$ cat src/rtl/flash_prog_pkg.sv
package flash_prog_pkg;

  localparam logic [7:0] CMD_UNLK1     = 8'hAA;
  localparam logic [7:0] CMD_UNLK2     = 8'h55;
  localparam logic [7:0] CMD_ERASE_ARM = 8'h80;
  localparam logic [7:0] CMD_SECTOR    = 8'h30;
  localparam logic [7:0] CMD_PROG      = 8'hA0;
  localparam logic [7:0] CMD_RESET     = 8'hF0;
  localparam logic [7:0] ERASED_BYTE   = 8'hFF;

  typedef enum logic [1:0] {SEL_UNLK_A, SEL_UNLK_B, SEL_BASE, SEL_TARGET} off_sel_e;

  typedef struct packed {
    off_sel_e    sel;
    logic [7:0]  data;
  } cmd_t;

  typedef enum logic [3:0] {
    ST_IDLE, ST_CMD_W, ST_CMD_GAP, ST_POLL_R1, ST_POLL_R2, ST_POLL_C,
    ST_RST_W, ST_RST_GAP, ST_VER_RD, ST_VER_CMP, ST_FIN
  } fbp_state_e;

  // index of the final command write of a sequence
  function automatic logic [2:0] seq_last(input logic is_prog);
    return is_prog ? 3'd3 : 3'd5;
  endfunction

  // command word for a given step of the erase or program sequence
  function automatic cmd_t seq_step(input logic is_prog, input logic [2:0] step);
    cmd_t c;
    c = '{sel: SEL_BASE, data: 8'h00};
    if (is_prog) begin
      case (step)
        3'd0:    c = '{sel: SEL_UNLK_A, data: CMD_UNLK1};
        3'd1:    c = '{sel: SEL_UNLK_B, data: CMD_UNLK2};
        3'd2:    c = '{sel: SEL_UNLK_A, data: CMD_PROG};
        default: c = '{sel: SEL_TARGET, data: 8'h00};
      endcase
    end else begin
      case (step)
        3'd0:    c = '{sel: SEL_UNLK_A, data: CMD_UNLK1};
        3'd1:    c = '{sel: SEL_UNLK_B, data: CMD_UNLK2};
        3'd2:    c = '{sel: SEL_UNLK_A, data: CMD_ERASE_ARM};
        3'd3:    c = '{sel: SEL_UNLK_A, data: CMD_UNLK1};
        3'd4:    c = '{sel: SEL_UNLK_B, data: CMD_UNLK2};
        default: c = '{sel: SEL_BASE,   data: CMD_SECTOR};
      endcase
    end
    return c;
  endfunction

  // toggle-bit test: two reads agree when the device is idle
  function automatic logic poll_settled(input logic [7:0] a, input logic [7:0] b);
    return (a ^ b) == 8'h00;
  endfunction

endpackage

$ cat src/rtl/flash_gap_timer.sv
module flash_gap_timer #(
  parameter int GAP_CYCLES = 16
) (
  input  logic clk,
  input  logic rst_n,
  input  logic load,
  output logic expired
);
  localparam int CW = $clog2(GAP_CYCLES + 1);

  logic [CW-1:0] cnt;

  always_ff @(posedge clk) begin
    if (!rst_n)             cnt <= '0;
    else if (load)          cnt <= CW'(GAP_CYCLES);
    else if (cnt != '0)     cnt <= cnt - CW'(1);
  end

  assign expired = (cnt == CW'(1));

  a_r4_gap_no_underflow: assert property (@(posedge clk) disable iff (!rst_n)
    (cnt == '0) && !load |=> (cnt == '0));

endmodule

$ cat src/rtl/flash_poll_ctr.sv
module flash_poll_ctr #(
  parameter int POLL_LIMIT = 1000000
) (
  input  logic clk,
  input  logic rst_n,
  input  logic clear,
  input  logic miss,
  output logic limit_hit
);
  localparam int CW = $clog2(POLL_LIMIT + 1);

  logic [CW-1:0] cnt;

  assign limit_hit = miss && (cnt == CW'(POLL_LIMIT - 1));

  always_ff @(posedge clk) begin
    if (!rst_n)                  cnt <= '0;
    else if (clear)              cnt <= '0;
    else if (miss && !limit_hit) cnt <= cnt + CW'(1);
  end

  a_r6_poll_bound: assert property (@(posedge clk) disable iff (!rst_n)
    cnt < CW'(POLL_LIMIT));

endmodule

$ cat src/rtl/flash_bank_prog.sv
module flash_bank_prog
  import flash_prog_pkg::*;
#(
  parameter int BANK_W     = 1,
  parameter int BANK_BYTES = 8192,
  parameter int UNLOCK_A   = 'h555,
  parameter int UNLOCK_B   = 'h2AA,
  parameter int GAP_CYCLES = 16,
  parameter int POLL_LIMIT = 1000000,
  localparam int OFF_W     = $clog2(BANK_BYTES),
  localparam int ADDR_W    = BANK_W + OFF_W
) (
  input  logic              clk,
  input  logic              rst_n,
  input  logic              start,
  input  logic              op_prog,
  input  logic [BANK_W-1:0] bank,
  output logic [OFF_W-1:0]  src_idx,
  input  logic [7:0]        src_data,
  output logic [ADDR_W-1:0] fl_addr,
  output logic [7:0]        fl_wdata,
  output logic              fl_we,
  output logic              fl_re,
  input  logic [7:0]        fl_rdata,
  output logic              busy,
  output logic              done,
  output logic              timeout,
  output logic              verify_err
);

  localparam logic [OFF_W-1:0] LAST_IDX = OFF_W'(BANK_BYTES - 1);
  localparam logic [OFF_W-1:0] OFF_A    = OFF_W'(UNLOCK_A);
  localparam logic [OFF_W-1:0] OFF_B    = OFF_W'(UNLOCK_B);

  fbp_state_e        state;
  logic              op_q;
  logic [BANK_W-1:0] bank_q;
  logic [OFF_W-1:0]  idx;
  logic [2:0]        step;
  logic [7:0]        rd_first;
  logic              timeout_q, verr_q;

  // named internal events
  logic  gap_done, poll_clear, poll_miss, poll_limit, pair_equal, ver_mismatch;
  cmd_t  cur_cmd;
  logic [OFF_W-1:0] off;
  logic [7:0]       ver_expect;

  assign cur_cmd      = seq_step(op_q, step);
  assign pair_equal   = poll_settled(rd_first, fl_rdata);
  assign poll_clear   = (state == ST_CMD_GAP);
  assign poll_miss    = (state == ST_POLL_C) && !pair_equal;
  assign ver_expect   = op_q ? src_data : ERASED_BYTE;
  assign ver_mismatch = (state == ST_VER_CMP) && (fl_rdata != ver_expect);

  flash_gap_timer #(.GAP_CYCLES(GAP_CYCLES)) i_gap (
    .clk(clk), .rst_n(rst_n), .load(fl_we), .expired(gap_done));

  flash_poll_ctr #(.POLL_LIMIT(POLL_LIMIT)) i_poll (
    .clk(clk), .rst_n(rst_n), .clear(poll_clear), .miss(poll_miss),
    .limit_hit(poll_limit));

  always_ff @(posedge clk) begin
    if (!rst_n) begin
      state     <= ST_IDLE;
      op_q      <= 1'b0;
      bank_q    <= '0;
      idx       <= '0;
      step      <= '0;
      rd_first  <= '0;
      timeout_q <= 1'b0;
      verr_q    <= 1'b0;
    end else begin
      case (state)
        ST_IDLE: if (start) begin
          op_q      <= op_prog;
          bank_q    <= bank;
          idx       <= '0;
          step      <= '0;
          timeout_q <= 1'b0;
          verr_q    <= 1'b0;
          state     <= ST_CMD_W;
        end
        ST_CMD_W:   state <= ST_CMD_GAP;
        ST_CMD_GAP: if (gap_done) begin
          if (step == seq_last(op_q)) begin
            step  <= '0;
            state <= ST_POLL_R1;
          end else begin
            step  <= step + 3'd1;
            state <= ST_CMD_W;
          end
        end
        ST_POLL_R1: state <= ST_POLL_R2;
        ST_POLL_R2: begin
          rd_first <= fl_rdata;
          state    <= ST_POLL_C;
        end
        ST_POLL_C: begin
          if (pair_equal) begin
            if (op_q && idx != LAST_IDX) begin
              idx   <= idx + OFF_W'(1);
              state <= ST_CMD_W;
            end else begin
              state <= ST_RST_W;
            end
          end else if (poll_limit) begin
            timeout_q <= 1'b1;
            state     <= ST_RST_W;
          end else begin
            state <= ST_POLL_R1;
          end
        end
        ST_RST_W:   state <= ST_RST_GAP;
        ST_RST_GAP: if (gap_done) begin
          idx   <= '0;
          state <= ST_VER_RD;
        end
        ST_VER_RD:  state <= ST_VER_CMP;
        ST_VER_CMP: begin
          if (ver_mismatch) begin
            verr_q <= 1'b1;
            state  <= ST_FIN;
          end else if (idx == LAST_IDX) begin
            state  <= ST_FIN;
          end else begin
            idx    <= idx + OFF_W'(1);
            state  <= ST_VER_RD;
          end
        end
        default:    state <= ST_IDLE;
      endcase
    end
  end

  always_comb begin
    off      = '0;
    fl_wdata = 8'h00;
    case (state)
      ST_CMD_W: begin
        case (cur_cmd.sel)
          SEL_UNLK_A: off = OFF_A;
          SEL_UNLK_B: off = OFF_B;
          SEL_TARGET: off = idx;
          default:    off = '0;
        endcase
        fl_wdata = (cur_cmd.sel == SEL_TARGET) ? src_data : cur_cmd.data;
      end
      ST_RST_W:  fl_wdata = CMD_RESET;
      ST_VER_RD: off = idx;
      default: ;
    endcase
  end

  assign fl_addr    = {bank_q, off};
  assign fl_we      = (state == ST_CMD_W) || (state == ST_RST_W);
  assign fl_re      = (state == ST_POLL_R1) || (state == ST_POLL_R2) || (state == ST_VER_RD);
  assign src_idx    = idx;
  assign busy       = (state != ST_IDLE);
  assign done       = (state == ST_FIN);
  assign timeout    = timeout_q;
  assign verify_err = verr_q;

  a_r11_strobe_excl: assert property (@(posedge clk) disable iff (!rst_n)
    !(fl_we && fl_re));

  a_r4_quiet_after_write: assert property (@(posedge clk) disable iff (!rst_n)
    fl_we |=> !fl_we && !fl_re);

  a_r5_read_pair: assert property (@(posedge clk) disable iff (!rst_n)
    (state == ST_POLL_R1) |=> fl_re && (fl_addr == $past(fl_addr)));

  a_r9_done_pulse: assert property (@(posedge clk) disable iff (!rst_n)
    done |=> !done && !busy);

  a_r9_flags_hold: assert property (@(posedge clk) disable iff (!rst_n)
    !busy && !start |=> $stable(timeout) && $stable(verify_err));

  a_r10_bank_hold: assert property (@(posedge clk) disable iff (!rst_n)
    busy && $past(busy) |-> $stable(bank_q) && $stable(op_q));

  a_r3_in_bank: assert property (@(posedge clk) disable iff (!rst_n)
    (fl_we || fl_re) |-> fl_addr[ADDR_W-1:OFF_W] == bank_q);

endmodule

$ cat config.mk
export PLATFORM = sky130hd
export DESIGN_NAME = flash_bank_prog
export DESIGN_NICKNAME = d
export VERILOG_FILES = /design/src/rtl/flash_prog_pkg.sv /design/src/rtl/flash_gap_timer.sv /design/src/rtl/flash_poll_ctr.sv /design/src/rtl/flash_bank_prog.sv
export SDC_FILE = /design/constraint.sdc
export NUM_CORES = 1
export LEC_CHECK = 0
export ABC_CLOCK_PERIOD_IN_PS = 3120
export BUFFER_PORTS_ARGS = -buffer_cell sky130_fd_sc_hd__buf_4
export CAP_MARGIN = 10
export CORE_MARGIN = 5
export CORE_UTILIZATION = 55
export DETAILED_ROUTE_END_ITERATION = 16
export PLACE_DENSITY = 0.78
export SLEW_MARGIN = 10
export SYNTH_ARGS = -nofsm -noshare
export SYNTH_HDL_FRONTEND = slang
export SYNTH_SLANG_ARGS = --single-unit
export TNS_END_PERCENT = 100
$ cat constraint.sdc
create_clock -name clk -period 3.12 [get_ports clk]
set_input_delay 0.156 -clock clk [delete_from_list [all_inputs] [get_ports clk]]
set_output_delay 0.156 -clock clk [all_outputs]
set_load 0.05 [all_outputs]
==> summary by stage, run 1 <==
Clock tree
TritonCTS created 9 clock buffers. The clock transition at the register clock pins on the worst setup and hold paths after CTS is 0.07 ns. The CTS root buffer is sky130_fd_sc_hd__clkbuf_8.

The maximum count of clock buffers along a single path is 2. The number of hold buffers added after cts is 0. The H-tree depth is 3. TritonCTS built the clock tree.

The TritonCTS sink count is 57. At the later pin of the worst-skew pair, clock insertion delay measures 0.35 ns.

Timing
The final-report setup violation count is 0. The total negative setup slack is 0 ns. The hold violation count in the final report was 0. Setup slack on the critical path of the routed design comes to 0.2033 ns. Measured against its own limit, the worst slew margin works out to 0.4353.

For the final database, setup skew stands at 0.01089 ns. The total count of max-transition violations in the final report is 0. The fmax is 342.9 MHz. Setup repair after global routing left no endpoint under its margin. The slew at the pin closest to its max-slew limit is 0.8471 ns. Dividing the final minimum period by the clock period gives 0.9348. The worst path in the final design needs a cycle of 2.917 ns, including I/O delays and setup.

Routing
Using the TritonRoute via totals, the vias-per-cell ratio works out to 6.050. In this run the remaining antenna-violating nets after routing total 0. The number of detailed-routing iterations run before antenna repair is 5. After detailed routing, the average wire length per cell comes to 15.53 µm. The final wirelength is 9.906 mm.

For this run, design rule violations remaining after detail routing come to 0. The number of design-rule violations left by the first detailed-router iteration is 333. The total number of vias is 3860.

Floorplan
The total core area is 0.006681 mm². Pin placement for this block handled 62 I/O pins. The die covers 0.008531 mm².

The starting density of the core is 0.5584. The floorplan step set the die height to 92.37 µm. The chip width is 92.37 µm.

The number of cell rows is 30.

GRT
The number of antenna violations at the first check in global routing came to 0. Summed over all layers, the global routing overflow is 0. In the global route stage, overall resource usage came out at 0.2350. The maximum number of pins on one net before global-route repair is 25.

The number of global-route vias before repair is 3534. The global-route wire length before repair is 16.54 mm.

Run status
The run finished with clean final reports.

Critical path
STA puts the critical path data arrival time at 2.76 ns. On the worst path, the slowest cell contributes a delay of 0.39 ns. Of all nets on the critical path, the largest fanout is 11.

The kind of critical path is reg2out. STA classifies the critical path startpoint as a flop. The worst path required time is 2.96 ns. The kind of capture point of the worst setup path is an output port.

The most repeated library cell on the critical path is sky130_fd_sc_hd__buf_4. Walking the worst path, the cells encountered are inv_1 -> ha_1 -> o21ba_2 -> o31ai_4 -> a211oi_4 -> or2_2 -> a21boi_1 -> buf_4 -> and2_1 -> buf_4. The master of the slowest instance on the critical path is sky130_fd_sc_hd__dfxtp_2.

Synthesis
Synthesis produced 493 cells. The most used flip-flop cell after synthesis is sky130_fd_sc_hd__dfxtp_1. The synthesized area per cell is 7.568 µm². The number of unique standard cell types used by synthesis is 66. The sequential-to-total area share from yosys stat is 0.3058. The Yosys step of the flow raised 0 warnings. The synthesis-stage register bit count is 57. The number of flops mapped to enable cells by yosys is 0. The area of the mapped netlist is 0.003731 mm². Counting flops with an async set or reset pin after synthesis yields a share of 0.

Synthesis produced a netlist with a net count of 524.

Layout
In the final layout, flip-flops and latches occupy 0.001142 mm². The layout overhead on the synthesized area is 20.62%. The total area of multi-input combinational cells is 0.002477 mm².

The share of post-route cells with drive strength above 1 is 0.1918. Measured on the finished design, the core utilization comes to 0.6736. The count of filler cells inserted in the layout is 583.

The number of antenna diodes in the final layout is 0. The count of nets after finishing is 584.

Placed design
The number of input and output port buffers inserted is 61. The HPWL after detailed placement is 7.285 mm. The congestion estimate from routability-driven global placement came to 0.8880.

The post-place setup slack is 0.2003 ns.

Power and ir drop
The analysis attributes to cell leakage a power of 0.001716 µW. Across the VDD grid, the largest voltage drop is 0.0004028 V. The power density normalized to cell area is 430.9 mW/mm².

Job
The number of maximum-capacitance violations is 0.

Min path
The tightest min-delay check is of the in2reg type.
## cell usage in the layout, fill, tap and decap left out, drive strengths merged, types with 7 or more instances in the layout
master   n
a21o     8
a21oi   38
and2     8
buf     71
clkbuf   9
dfxtp   57
ha      10
inv     19
nand2   62
nand2b   8
nand3   13
nand4   11
nor2    53
nor3    15
nor4    16
o21a     7
o21ai   27
o31ai   10
or3      8
xnor2   22
## Yosys cell counts (6+ instances only)
master / n / area [µm²]
sky130_fd_sc_hd__inv_1: 17 / 63.81
sky130_fd_sc_hd__or3_1: 8 / 50.05
sky130_fd_sc_hd__clkbuf_1: 16 / 60.06
sky130_fd_sc_hd__nand2_1: 61 / 229.0
sky130_fd_sc_hd__xnor2_1: 22 / 192.7
sky130_fd_sc_hd__nand2b_1: 8 / 50.05
sky130_fd_sc_hd__o31ai_1: 10 / 75.07
sky130_fd_sc_hd__ha_1: 10 / 125.1
sky130_fd_sc_hd__o21a_1: 7 / 52.55
sky130_fd_sc_hd__dfxtp_1: 57 / 1141
sky130_fd_sc_hd__o21ai_0: 26 / 130.1
sky130_fd_sc_hd__nor2_1: 53 / 198.9
sky130_fd_sc_hd__a21o_1: 8 / 60.06
sky130_fd_sc_hd__nor4_1: 15 / 93.84
sky130_fd_sc_hd__a21oi_1: 36 / 180.2
sky130_fd_sc_hd__nor3_1: 15 / 75.07
sky130_fd_sc_hd__nand3_1: 13 / 65.06
sky130_fd_sc_hd__and2_1: 8 / 50.05
sky130_fd_sc_hd__nor2b_1: 6 / 37.54
sky130_fd_sc_hd__nand4_1: 11 / 68.82
## stage by stage
stage / hold slack (ns) / cells / power, µW / area, µm²
2_1_floorplan: 0.2736 / 493 / 1164 / 3731
3_5_place_dp: 0.4046 / 622 / 1309 / 4272
4_1_cts: 0.03180 / 638 / 1936 / 4457
5_1_grt: 0.05912 / 638 / 2032 / 4501
6_report: 0.03541 / 638 / 1939 / 4501
3_3_place_gp: 0.3864 / 622 / 1298 / 4272
## per-layer routing
metal,global-route usage,vias to the layer above,part of all wire
li1,-,1907,-
met1,0.3108,1769,0.46
met2,0.3728,162,0.44
met3,0.05361,22,0.079
met4,0.08911,0,0.019
met5,0,-,0
## worst max-delay path: cells and delay by family (launching register included)
kind / cells / cell delay (ns)
AO/OA/AOI/OAI: 4 / 0.85
buffers and inverters: 3 / 0.45
AND/OR/NAND/NOR: 2 / 0.45
flip-flops: 1 / 0.39
adder cells (fa/ha/maj): 1 / 0.28
## sequential cells by signal, summed over array words and instances (netlist names)
register,count
step,3
bank_q,1
op_q,1
src_idx,13
state,4
rd_first,8
i_poll.cnt,20
i_gap.cnt,5
verify_err,1
timeout,1
## where the power goes
part	switching, µW	internal (µW)	total (µW)	leakage [µW]
clock	344	294	638	0.0000898
sequential	29.0	759	788	0.000461
combinational	320	193	513	0.00117
total	693	1250	1940	0.00172
## cell type report
cell class	instances	area share
Multi-Input combinational cell	396	0.5505
Inverter	18	0.01501
Sequential cell	57	0.2538
Timing Repair Buffer	71	0.1184
Tap cell	80	0.02224
Clock inverter	7	0.01251
Clock buffer	9	0.02752
## kinds of logic (layout without fill, tap and decap cells)
family | after synthesis | after routing | synth area share
AOI/OAI and AO/OA | 127 | 127 | 0.2247
adders and majority gates | 10 | 10 | 0.03353
xor gates and xnor gates | 26 | 26 | 0.06103
DFF | 57 | 57 | 0.3058
muxes | 4 | 4 | 0.01073
and+or+nand+nor | 229 | 229 | 0.3213
buffers and inverters | 40 | 105 | 0.04292
## final timing paths
check,start,endpoint,slack (ns),cells past startpoint
max reg2reg,op_q,src_idx[3],0.56,7
min,bank,bank_q,0.04,3
min reg2reg,rd_first[3],rd_first[3],0.47,2
max,step[0],fl_addr[12],0.20,10
## timing repair
action / in CTS / in global routing
gates resized for setup: 1 / 7
setup buffers: 0 / 0
endpoints found under the setup margin: 9 / 8
No activity file was read; power rests on OpenSTA's default activity.
==> run 2: changes to the inputs <==
--- a/config.mk
+++ b/config.mk
@@ -5,7 +5,7 @@
 export SDC_FILE = /design/constraint.sdc
 export NUM_CORES = 1
 export LEC_CHECK = 0
-export ABC_CLOCK_PERIOD_IN_PS = 3120
+export ABC_CLOCK_PERIOD_IN_PS = 3100
 export BUFFER_PORTS_ARGS = -buffer_cell sky130_fd_sc_hd__buf_4
 export CAP_MARGIN = 10
 export CORE_MARGIN = 5
==> constraint.sdc (replaced) <==
create_clock -name clk -period 3.1 [get_ports clk]
set_input_delay 0.155 -clock clk [delete_from_list [all_inputs] [get_ports clk]]
set_output_delay 0.155 -clock clk [all_outputs]
set_load 0.05 [all_outputs]
==> run 2 against run 1 <==
Net effect: clock power hardly changed; clock skew is 0.0062 ns higher; sequential share of layout area stayed put; via count is 0.54% higher; cell count stayed put; design area stayed put; critical path depth stayed put; register-to-register slack worse by 0.02 ns; combinational power hardly changed; die area stayed put; critical endpoint unchanged; largest power group unchanged.
==> summary by stage, run 2 (synthesis results as in run 1) <==
Routing
The final wirelength came to 9.942 mm (+0.36%). The via count normalized by instance count is 6.083 (+0.54%). The post-detailed-route count of antenna-violating nets is 0 (unchanged). The number of detailed-routing iterations run before antenna repair is 5 (unchanged).

The final routed wire length divided by cell count is 15.58 µm (+0.36%). The number of design-rule violations left by the first detailed-router iteration is 358 (+7.5%). The total number of vias came to 3881 (+0.54%).

The detailed-route DRC error count is 0 (unchanged).

Critical path
The master of the slowest instance on the critical path is sky130_fd_sc_hd__dfxtp_2. The depth of the worst register-to-register path came to 7 (unchanged). The worst path required time is 2.94 ns (-0.02 ns). STA classifies the critical path startpoint as a flop.

The most repeated library cell on the critical path is sky130_fd_sc_hd__buf_4. The kind of critical path is reg2out. The kind of capture point of the worst setup path is an output port. The signal on the critical path passes through inv_1 -> ha_2 -> o21ba_2 -> nor4_4 -> a211oi_4 -> or2_2 -> a21boi_1 -> buf_4 -> and2_1 -> buf_4. The worst stage delay on the critical path was 0.39 ns (about the same). The data arrival time at the worst-slack endpoint is 2.75 ns (about the same). The maximum net fanout on the critical path is 11 (unchanged).

Placed design
The detailed placer's ending HPWL is 7.324 mm (+0.53%). The cell area after placement came to 0.004272 mm² (unchanged). The number of input and output port buffers inserted is 61 (unchanged). The weighted congestion reported at the end of routability-driven placement is 0.8831 (-0.55%).

Layout
The layout overhead on the synthesized area came to 20.62% (unchanged). The number of flip-flops in the largest register was 20 (unchanged). Leaving out fill and tap cells, the most frequent cells in the layout are 71 x sky130_fd_sc_hd__buf_4, 61 x sky130_fd_sc_hd__nand2_1, 56 x sky130_fd_sc_hd__dfxtp_1.

The share of post-route cells with drive strength above 1 is 0.1935 (+0.001792). The register containing the most flip-flops in the final layout is i_poll.cnt. The count of nets after finishing is 584 (unchanged).

The total non-filler cell area in the finished layout is 0.004501 mm² (unchanged). The antenna diode instance count was 0 (unchanged). The count of filler cells inserted in the layout came to 583 (unchanged). The total area of multi-input combinational cells was 0.002480 mm² (+0.10%). The register cell area after layout was 0.001142 mm² (unchanged).

Leaving out fill and tap cells, the most frequent cell in the layout is sky130_fd_sc_hd__buf_4.

Timing
The fmax is 344.2 MHz. The minimum clock period is 2.905 ns. Dividing the final minimum period by the clock period gives 0.9371. The total count of max-transition violations in the final report is 0 (unchanged). The hold violation count in the final report was 0 (unchanged). The total negative setup slack was 0 ns (unchanged).

The clock skew after layout is 0.01712 ns (+0.006225 ns). The relative max-transition margin is 0.4399 (+0.004616). The final-report setup violation count was 0 (unchanged).

Setup repair after global routing left no endpoint under its margin. The slew at the pin closest to its max-slew limit is 0.8401 ns (-0.006923 ns).

Floorplan
The total core area was 0.006681 mm² (unchanged). The starting density of the core is 0.5584 (unchanged). The die footprint is 0.008531 mm² (unchanged). The number of cell rows was 30 (unchanged). The number of I/O pins is 62 (unchanged). The chip width is 92.37 µm (unchanged). The y dimension of the die is 92.37 µm (unchanged).

Clock tree
The CTS buffer count came to 9 (unchanged). The TritonCTS sink count is 57 (unchanged). The clock network latency to the later pin of the worst-skew pair is 0.35 ns (about the same). The tree is rooted in a sky130_fd_sc_hd__clkbuf_8.

TritonCTS built the clock tree. The H-tree depth came to 3 (unchanged). The post-CTS setup repair buffer count is 0 (unchanged). The maximum count of clock buffers along a single path came to 2 (unchanged). The number of hold buffers added after cts is 0 (unchanged). The clock transition at the register clock pins on the worst setup and hold paths after CTS is 0.07 ns (about the same).

Run status
The flow ran to the end, and the final reports show no timing, DRC or antenna violations.

GRT
The maximum number of pins on one net before global-route repair was 25 (unchanged). The global-route met2 utilization was 0.3674 (-0.005438). The total routing usage reported by global routing is 0.2333 (-0.001756). The number of global-route vias before repair is 3566 (+0.91%). The met3 usage in global routing came to 0.04793 (-0.005686). The sum of overflow across all layers after global routing came to 0 (unchanged). The met1 routing resource usage after global routing came to 0.3136 (+0.002873). The global-route wire length before repair is 16.60 mm (+0.37%). The number of antenna violations at the first check in global routing is 0 (unchanged).

The most used routing layer in global routing is met2.

Power and ir drop
The peak supply drop is 0.0004109 V (+2.0%). The static leakage was 0.001708 µW (-0.51%). The power density normalized to cell area is 432.3 mW/mm² (+0.31%).

Job
The number of maximum-capacitance violations is 0 (unchanged).

Min path
The path category of the worst min-delay check is in2reg. The hold path depth is 3 (unchanged).
run 2: cell types whose count changed in the layout (fill, tap and decap cells not counted):
cell / delta
sky130_fd_sc_hd__clkinv_4: -3
sky130_fd_sc_hd__clkinvlp_4: +2
sky130_fd_sc_hd__ha_1: -1
sky130_fd_sc_hd__ha_2: +1
sky130_fd_sc_hd__inv_6: +1
run 2: layer usage:
layer  wire, µm  part of all wire
met2       4468              0.45
met1       4585              0.46
met3        717             0.072
met5          0                 0
met4        171             0.017
run 2: repair_timing:
item,CTS,global route
gates resized for setup,1,8
cloned,0,0
endpoints found under the setup margin,10,8
run 2: layout make-up:
class / count / share of cell area
inverters: 18 / 0.01501
clock inverters: 7 / 0.01195
well taps: 80 / 0.02224
repair buffers: 71 / 0.1184
clock buffers: 9 / 0.02752
flip-flops and latches: 57 / 0.2538
multi-input cells: 396 / 0.5510
run 2: per-stage QoR:
step                instances  hold slack (ns)  setup slack, ns  power [µW]    util
global placement          622           0.3854           0.2974        1306  0.6393
CTS                       638          0.04590          0.01846        1943  0.6667
detailed placement        622           0.4008           0.1499        1316  0.6393
floorplan                 493           0.2726           0.1947        1171       -
finish                    638          0.04733           0.1950        1946  0.6736
global route              638          0.08888          0.03426        2034  0.6736
run 2: worst paths after layout:
path         slack (ns)         from     endpoint
min                0.05         bank       bank_q
max                0.20      step[0]  fl_addr[12]
max reg2reg        0.54         op_q   src_idx[3]
min reg2reg        0.47  rd_first[7]  rd_first[7]
run 2: worst max-delay path, delay by kind of cell, from the launching register on:
kind / cells / cell delay [ns]
compound gates: 3 / 0.53
flops: 1 / 0.39
buf+inv: 3 / 0.46
fa+ha+maj: 1 / 0.24
simple gates: 3 / 0.78
run 2: power breakdown:
group / total (µW) / switching, µW / internal, µW
logic: 515 / 321 / 194
registers: 794 / 30.1 / 764
clock network: 636 / 342 / 295
==> run 3: changes to the inputs <==
--- a/config.mk
+++ b/config.mk
@@ -5,13 +5,13 @@
 export SDC_FILE = /design/constraint.sdc
 export NUM_CORES = 1
 export LEC_CHECK = 0
-export ABC_CLOCK_PERIOD_IN_PS = 3100
+export ABC_CLOCK_PERIOD_IN_PS = 2800
 export BUFFER_PORTS_ARGS = -buffer_cell sky130_fd_sc_hd__buf_4
 export CAP_MARGIN = 10
 export CORE_MARGIN = 5
-export CORE_UTILIZATION = 55
+export CORE_UTILIZATION = 57
 export DETAILED_ROUTE_END_ITERATION = 16
-export PLACE_DENSITY = 0.78
+export PLACE_DENSITY = 0.81
 export SLEW_MARGIN = 10
 export SYNTH_ARGS = -nofsm -noshare
 export SYNTH_HDL_FRONTEND = slang
==> constraint.sdc (replaced) <==
create_clock -name clk -period 2.8 [get_ports clk]
set_input_delay 0.14 -clock clk [delete_from_list [all_inputs] [get_ports clk]]
set_output_delay 0.14 -clock clk [all_outputs]
set_load 0.05 [all_outputs]
==> run 3 against run 2 <==
Net effect: count of clock-buffer cells in the layout rose by 2; worst setup slack got worse by 0.080 ns; clock skew fell by 0.0095 ns; largest power group unchanged; combinational power rose by 12%; sequential cell count did not move; via count rose by 2.2%; die area fell by 3.1%; routed wire length rose by 4.3%; design area rose by 1.1%; highest routed layer unchanged; power rose by 14%; sequential power rose by 12%.
==> summary by stage, run 3 (synthesis results as in run 1) <==
Run status
The run finished with clean final reports.

GRT
The total routing usage reported by global routing is 0.2429 (+0.009650). The met1 routing resource usage after global routing is 0.3131 (-0.0005618). The maximum number of pins on one net before global-route repair was 22 (-12%). The number of global-route vias before repair is 3707 (+4.0%).

The global-route met2 utilization is 0.3880 (+0.02064). The global-route wire length before repair is 16.97 mm (+2.2%). The number of antenna violations at the first check in global routing came to 0 (unchanged). The sum of overflow across all layers after global routing was 0 (unchanged).

The most used routing layer in global routing is met2. The met3 usage in global routing came to 0.05583 (+0.007905).

Critical path
The kind of critical path is reg2out. The family with the most delay on the worst path is compound AO/OA/AOI/OAI gates. The kind of capture point of the worst setup path is an output port. The signal on the critical path passes through inv_1 -> ha_2 -> o21ba_2 -> o31ai_2 -> a211oi_1 -> or2_2 -> a21boi_2 -> buf_4 -> and2_1 -> buf_6. The maximum net fanout on the critical path came to 8 (-3).

The worst stage delay on the critical path is 0.38 ns (about the same). The data arrival time at the worst-slack endpoint is 2.54 ns (-0.21 ns). The total buffers and inverters traversed by the critical path is 3 (unchanged).

The slowest stage of the critical path belongs to the cell sky130_fd_sc_hd__dfxtp_4. The worst path required time came to 2.66 ns (-0.28 ns). The startpoint type of the worst setup path is a flop.

Timing
The final-report setup violation count is 0 (unchanged). The fraction of the cycle the final worst path needs is 0.9589. The slew at the pin closest to its max-slew limit came to 0.7616 ns (-0.07853 ns). The hold violation count in the final report is 0 (unchanged). The fmax is 372.5 MHz. The clock skew after layout is 0.007620 ns (-0.009499 ns). The relative max-transition margin is 0.4923 (+0.05235). The total count of max-transition violations in the final report is 0 (unchanged).

The worst hold slack after final layout is 0.02387 ns (-0.02347 ns). The total negative setup slack is 0 ns (unchanged). Setup repair after global routing left no endpoint under its margin. The clock period could shrink to 2.685 ns.

Floorplan
The number of I/O pins came to 62 (unchanged). The total core area is 0.006350 mm² (-5.0%). The number of cell rows is 29 (-3.3%). The chip width was 90.91 µm (-1.6%). The die footprint is 0.008264 mm² (-3.1%).

The starting density of the core is 0.5876 (+0.02916). The y dimension of the die is 90.91 µm (-1.6%).

Power and ir drop
The sequential share of power is 0.401 (-0.007). The net switching share of the total power is 0.3265 (-0.02935). The fraction of power consumed by combinational cells was 0.261 (-0.004).

The net switching power figure was 723.8 µW (+4.5%). The peak supply drop is 0.0004332 V (+5.4%). The power density normalized to cell area is 487.3 mW/mm² (+13%). The static leakage is 0.001747 µW (+2.3%). The cell-internal power was 1493 µW (+19%). The clock network fraction of total power was 0.338 (+0.011).

Clock tree
The clock transition at the register clock pins on the worst setup and hold paths after CTS was 0.07 ns (about the same). The CTS buffer count is 9 (unchanged). The number of hold buffers added after cts is 0 (unchanged). The clock network latency to the later pin of the worst-skew pair is 0.34 ns (about the same). TritonCTS built the clock tree. The CTS root buffer is sky130_fd_sc_hd__clkbuf_8. The H-tree depth came to 3 (unchanged). The maximum count of clock buffers along a single path is 2 (unchanged). The TritonCTS sink count is 57 (unchanged).

Routing
The post-detailed-route count of antenna-violating nets is 0 (unchanged). The final routed wire length divided by cell count was 16.23 µm (+4.2%). The via count normalized by instance count was 6.205 (+2.0%). The detailed-route DRC error count is 0 (unchanged). The number of design-rule violations left by the first detailed-router iteration is 305 (-15%). The final wirelength is 10.37 mm (+4.3%). The total number of vias is 3965 (+2.2%).

The number of detailed-routing iterations run before antenna repair is 5 (unchanged).

Placed design
The detailed placer's ending HPWL is 7.586 mm (+3.6%). The weighted congestion reported at the end of routability-driven placement is 0.9166 (+3.8%). The number of input and output port buffers inserted is 61 (unchanged).

Layout
The antenna diode instance count is 0 (unchanged). More flip-flops sit in one register than any other, and that register is i_poll.cnt. The number of flip-flops in the largest register is 20 (unchanged). The layout overhead on the synthesized area is 21.90%. The share of post-route cells with drive strength above 1 is 0.1993 (+0.005740). The library cells used most frequently in the layout, excluding fill and tap cells, are 71 x sky130_fd_sc_hd__buf_4, 61 x sky130_fd_sc_hd__nand2_1, 56 x sky130_fd_sc_hd__dfxtp_1. The count of nets after finishing is 590 (+1.0%).

Leaving out fill and tap cells, the most frequent cell in the layout is sky130_fd_sc_hd__buf_4.

Min path
The path class of the tightest hold or removal check is in2reg.

Job
The number of maximum-capacitance violations is 0 (unchanged).
-- run 3: path summary, 6_finish.rpt --
| check | slack, ns | cells after the start | endpoint | start |
|---|---|---|---|---|
| hold reg to reg | 0.47 | 2 | rd_first[6] | rd_first[6] |
| setup reg to reg | 0.38 | 8 | src_idx[10] | i_gap.cnt[1] |
| hold / removal | 0.02 | 3 | bank_q | bank |
| setup / recovery | 0.12 | 10 | fl_addr[12] | step[0] |
-- run 3: layout make-up --
| class | instances | area [µm²] |
|---|---|---|
| clock buffer | 11 | 141.4 |
| clock inverter | 3 | 42.54 |
| fill | 522 | 1802 |
| inverter | 18 | 67.56 |
| multi-input combinational | 396 | 2455 |
| sequential | 57 | 1145 |
| tap | 77 | 96.34 |
| timing repair buffer | 77 | 600.6 |
-- run 3: per-layer routing --
| metal | share of wire | routed length (µm) |
|---|---|---|
| met1 | 0.44 | 4556 |
| met2 | 0.46 | 4800 |
| met4 | 0.028 | 288 |
| met3 | 0.070 | 727 |
| met5 | 0 | 0 |
-- run 3: worst reg2reg max path: stages, from the launching register on --
cell and delay [ns]:
sky130_fd_sc_hd__dfxtp_1 0.32, sky130_fd_sc_hd__inv_1 0.10, sky130_fd_sc_hd__ha_1 0.17, sky130_fd_sc_hd__or4b_4 0.50, sky130_fd_sc_hd__a211o_1 0.38, sky130_fd_sc_hd__nand2_4 0.14
sky130_fd_sc_hd__o21ai_4 0.10, sky130_fd_sc_hd__or4_4 0.49, sky130_fd_sc_hd__a21oi_2 0.15
-- run 3: stage by stage --
stage               instances    util  setup slack, ns  power (µW)  cell area (µm²)
floorplan                 493       -          0.09844        1297             3731
global placement          625  0.6792           0.4132        1445             4313
detailed placement        625  0.6792           0.2989        1466             4313
CTS                       639  0.7090         0.009986        2219             4502
global route              639  0.7163          0.01239        2329             4548
finish                    639  0.7163           0.1151        2216             4548
-- run 3: timing repair --
action                                  4_1_cts  5_1_grt
endpoints found under the setup margin        8       10
buffers inserted                              0        0
gates resized for setup                       2       12
gates cloned                                  0        0
pin swaps                                     0        0
-- run 3: power groups by stage --
stage	sequential [µW]	clock (µW)	combinational (µW)
after floorplan	897	0	401
after global placement	904	0	541
after detailed placement	906	0	560
after CTS	890	760	570
after global routing	896	801	632
final	890	749	577
